`src/rtl/wake_seq_pkg.sv`:
```
package wake_seq_pkg;
  typedef enum logic [1:0] {
    ST_RUN     = 2'd0,
    ST_HALTED  = 2'd1,
    ST_STARTUP = 2'd2
  } wake_state_t;
endpackage

```
`src/rtl/wake_prescaler.sv`:
```
module wake_prescaler #(
  parameter int DIV = 10
) (
  input  logic clk,
  input  logic rst_n,
  input  logic clear,
  input  logic run,
  output logic tick
);
  localparam int PW = (DIV > 1) ? $clog2(DIV) : 1;
  localparam logic [PW-1:0] LAST = PW'(DIV - 1);

  logic [PW-1:0] phase;

  assign tick = run && (phase == LAST);

  always_ff @(posedge clk or negedge rst_n) begin
    if (!rst_n)         phase <= '0;
    else if (clear)     phase <= '0;
    else if (run) begin
      if (phase == LAST) phase <= '0;
      else               phase <= phase + 1'b1;
    end
  end
endmodule

```
`src/rtl/wake_startup_timer.sv`:
```
module wake_startup_timer #(
  parameter int LOAD = 256
) (
  input  logic clk,
  input  logic rst_n,
  input  logic load,
  input  logic tick,
  output logic expire
);
  localparam int CW = $clog2(LOAD + 1);
  localparam logic [CW-1:0] INIT = CW'(LOAD);
  localparam logic [CW-1:0] ONE  = CW'(1);

  logic [CW-1:0] remain;

  assign expire = tick && (remain == ONE);

  always_ff @(posedge clk or negedge rst_n) begin
    if (!rst_n)                      remain <= '0;
    else if (load)                   remain <= INIT;
    else if (tick && remain != '0)   remain <= remain - 1'b1;
  end
endmodule

```
`src/rtl/wake_seq_fsm.sv`:
```
module wake_seq_fsm
  import wake_seq_pkg::*;
(
  input  logic clk,
  input  logic rst_n,
  input  logic halt_cmd,
  input  logic wake_req,
  input  logic irq_en,
  input  logic resume_ack,
  input  logic expire,
  output logic enter_startup,
  output logic in_startup,
  output logic osc_en,
  output logic clk_gate_en,
  output logic resume_valid,
  output logic resume_isr
);
  wake_state_t state, state_nx;
  logic accept_halt;

  assign accept_halt   = (state == ST_RUN) && halt_cmd && !resume_valid;
  assign enter_startup = (state == ST_HALTED) && wake_req;
  assign in_startup    = (state == ST_STARTUP);

  always_comb begin
    state_nx = state;
    unique case (state)
      ST_RUN:     if (accept_halt)   state_nx = ST_HALTED;
      ST_HALTED:  if (enter_startup) state_nx = ST_STARTUP;
      ST_STARTUP: if (expire)        state_nx = ST_RUN;
      default:                       state_nx = ST_RUN;
    endcase
  end

  always_ff @(posedge clk or negedge rst_n) begin
    if (!rst_n) state <= ST_RUN;
    else        state <= state_nx;
  end

  always_ff @(posedge clk or negedge rst_n) begin
    if (!rst_n) begin
      resume_valid <= 1'b0;
      resume_isr   <= 1'b0;
    end else begin
      if (enter_startup) resume_isr <= irq_en;
      if (in_startup && expire)             resume_valid <= 1'b1;
      else if (resume_valid && resume_ack)  resume_valid <= 1'b0;
    end
  end

  assign osc_en      = (state != ST_HALTED);
  assign clk_gate_en = (state == ST_RUN);
endmodule

```
`src/rtl/wake_seq.sv`:
```
module wake_seq #(
  parameter int DIV  = 10,
  parameter int LOAD = 256
) (
  input  logic clk,
  input  logic rst_n,
  input  logic halt_cmd,
  input  logic wake_req,
  input  logic irq_en,
  input  logic resume_ack,
  output logic osc_en,
  output logic clk_gate_en,
  output logic resume_valid,
  output logic resume_isr
);
  logic enter_startup, in_startup, tick, expire;

  wake_seq_fsm u_fsm (
    .clk, .rst_n, .halt_cmd, .wake_req, .irq_en, .resume_ack,
    .expire, .enter_startup, .in_startup,
    .osc_en, .clk_gate_en, .resume_valid, .resume_isr
  );

  wake_prescaler #(.DIV(DIV)) u_presc (
    .clk, .rst_n, .clear(enter_startup), .run(in_startup), .tick
  );

  wake_startup_timer #(.LOAD(LOAD)) u_timer (
    .clk, .rst_n, .load(enter_startup), .tick, .expire
  );
endmodule

```
`config.mk`:
```
export PLATFORM = sky130hd
export DESIGN_NAME = wake_seq
export DESIGN_NICKNAME = d
export VERILOG_FILES = /design/src/rtl/wake_seq_pkg.sv /design/src/rtl/wake_prescaler.sv /design/src/rtl/wake_startup_timer.sv /design/src/rtl/wake_seq_fsm.sv /design/src/rtl/wake_seq.sv
export SDC_FILE = /design/constraint.sdc
export NUM_CORES = 1
export LEC_CHECK = 0
export BUFFER_PORTS_ARGS = -buffer_cell sky130_fd_sc_hd__buf_4
export CAP_MARGIN = 5
export CORE_MARGIN = 4
export CORE_UTILIZATION = 45
export CTS_CLUSTER_DIAMETER = 40
export DETAILED_ROUTE_END_ITERATION = 10
export SLEW_MARGIN = 20
export SYNTH_ARGS = -nofsm -noshare
export SYNTH_HDL_FRONTEND = slang
export SYNTH_SLANG_ARGS = --single-unit
```
`constraint.sdc`:
```
create_clock -name clk -period 2.4 [get_ports clk]
set_clock_uncertainty 0.05 [all_clocks]
set_input_delay 0.48 -clock clk [delete_from_list [all_inputs] [get_ports clk]]
set_output_delay 0.48 -clock clk [all_outputs]
set_load 0.01 [all_outputs]
```
==> qor.csv <==
metric,value,unit
status,completed,
h-tree-depth,1,
dr.pass1.iters,4,
vias_per_cell,5.587,
seqPwrFrac,62.9,%
post_cts_buffers,0,
seq_area_frac_synth,43.04,%
pin_count,10,
drt_iter0_drc,19,
track_usage,16.04,%
finalCritPeriodShare,78.44,%
yosys_warnings,0,
avgRoutedWirePerCell,13.52,microns
synth.area.top_cells,"dfrtp_1 (43%), ha_1 (6.3%), a21oi_1 (4.1%), nand2_1 (3.8%), nor2_1 (3.4%)",
final_cell_mix,"dfrtp_1 (17), nand2_1 (10), nor2_1 (9), buf_4 (9), a21oi_1 (8)",
grt_pass1_wl,3381,microns
required,2.57,ns
internal_power,0.3573,mW
syn_area,988.4,sq um
num_antenna_cells,0,
p_switching,0.09766,mW
grt_pass1_vias,787,
cts_made_buffers,3,
row_count,16,
max_freq,0.5312,GHz
ir_drop,0.2745,mV
cts_root_buf,clkbuf_4,
cts_tree,yes,
crit_path_end_kind,register,
synth_area_leader_cell,dfrtp_1,
syn_inst,105,
vias,799,
crit_path_start_kind,register,
hold_path_class,in -> reg,
clk_latency,0.29,ns
synth_nets,116,
drive_gt1_share,16.38,%
place_ws,0.5707,ns
final_common_cell,dfrtp_1,
synth_ff_type,dfrtp_1,
start_util,48.89,%
arrival,2.05,ns
setup_viol,0,
ant_nets,0,
p_sw_share,21.46,%
fin_nets,128,
clockBufferDepth,2,
die_w,54.87,microns
fin_ws,0.5175,ns
dp_hpwl,1397,microns
tns,0,ns
power_frac_clock,34.1,%
die_h,54.87,microns
rr_startpoint,u_presc.phase[1],
core_area,2022,sq um
grt_max_degree,18,
ys_seq_elements,17,
antenna_found_initial,0,
drc,0,
tightest_slew,0.4132,ns
drv_cap,0,
hold_start,irq_en,
combinationalPowerShare,3.0,%
power_density,411.4,nW/um^2
crit_type,reg -> reg,
synth_top_area_share,43.04,%
rsz0062_at_grt,false,
avgSynthCellArea,9.414,sq um
numPortBuffers,9,
p_leak,0.5004,nW
clk_pin_slew,0.10,ns
crit_start,u_presc.phase[1],
relSlewSlack,72.22,%
die_area,3010,sq um
async_flop_share,100.0,%
synth_cell_types,38,
period_needed,1.883,ns
slew_violations,0,
area_growth,11.90,%
synth_edf_count,0,
globalplace.congestion,0.7829,
hold_viol,0,
clock-sinks,17,
grt.overflow.total,0,
critical_path.max_fanout,7,
drt-total-wl,1933,microns
## path summary, 6_finish.rpt
| path | end | slack (ns) | depth (start not counted) |
|---|---|---|---|
| setup / recovery | u_timer.remain[7] | 0.52 | 6 |
| hold / removal | u_fsm.resume_isr | 0.32 | 3 |
| max in group asynchronous | u_timer.remain[0] | 1.58 | 2 |
| min in group asynchronous | u_fsm.state[0] | 0.52 | 2 |
| hold reg to reg | u_fsm.resume_isr | 0.45 | 2 |
| setup reg to reg | u_timer.remain[7] | 0.52 | 6 |
## cell usage after synthesis (2+ instances only)
cell and count:
nand3_1 6, dfrtp_1 17, o31ai_1 4, o21ai_0 5
nand4_1 3, ha_1 5, mux2i_1 2, inv_1 6
a21oi_1 8, nor2b_1 2, nand2_1 10, nor3_1 3
nor2_1 9
## state kept, by name (all words and copies together) (netlist names)
signal and count:
u_fsm.resume_valid 1, u_presc.phase 4, u_timer.remain 9, u_fsm.resume_isr 1, u_fsm.state 2
## worst max-delay path: stages, from the launching register on
cell     delay [ns]
dfrtp_1        0.42
inv_1          0.07
ha_1           0.15
and3b_1        0.31
nand4_2        0.16
or4b_1         0.49
a21oi_1        0.15
## power by group through the flow
stage / Sequential (mW) / Clock, mW / Combinational (mW)
CTS: 0.286 / 0.157 / 0.0145
global route: 0.286 / 0.175 / 0.0161
floorplan: 0.292 / 0 / 0.000516
finish: 0.286 / 0.155 / 0.0138
global placement: 0.292 / 0 / 0.0130
detailed placement: 0.292 / 0 / 0.0131
## through the flow
| step | hold slack [ns] | instance area [sq um] | instances | util (%) | total power, mW |
|---|---|---|---|---|---|
| after floorplan | 0.1344 | 988.4 | 105 | - | 0.2925 |
| after global placement | 0.3067 | 1070 | 138 | 52.91 | 0.3048 |
| after detailed placement | 0.3075 | 1070 | 138 | 52.91 | 0.3050 |
| after CTS | 0.3205 | 1106 | 143 | 54.70 | 0.4576 |
| after global routing | 0.3125 | 1106 | 143 | 54.70 | 0.4774 |
| final | 0.3206 | 1106 | 143 | 54.70 | 0.4550 |
## kinds of logic (layout without fill, tap and decap cells)
kind of cell	Yosys count	after routing	synth area share [%]
AND/OR/NAND/NOR	45	45	26.20
AO/OA/AOI/OAI	27	27	18.10
flip-flops	17	17	43.04
buffers and inverters	9	20	4.303
adder cells (fa/ha/maj)	5	5	6.329
multiplexers	2	2	2.025
## metal layers
metal	wire length (microns)	vias to the layer above	track usage, %
met2	838	18	24.41
li1	-	402	-
met1	965	375	22.05
met4	35	0	7.469
met5	0	-	0
met3	93	4	2.452
## cell type report
cell class | instances | area, sq um
Multi-Input combinational cell | 79 | 520.5
Sequential cell | 17 | 425.4
Timing Repair Buffer | 10 | 77.57
Clock buffer | 4 | 26.28
Tap cell | 27 | 33.78
Fill cell | 196 | 915.9
Inverter | 6 | 22.52
## timing repair
| action | 4_1_cts | 5_1_grt |
|---|---|---|
| resized for setup | 0 | 0 |
| endpoints found under the hold margin | 17 | 0 |
| hold buffers | 1 | 0 |
Note: power is estimated with default switching activity, not from simulation.
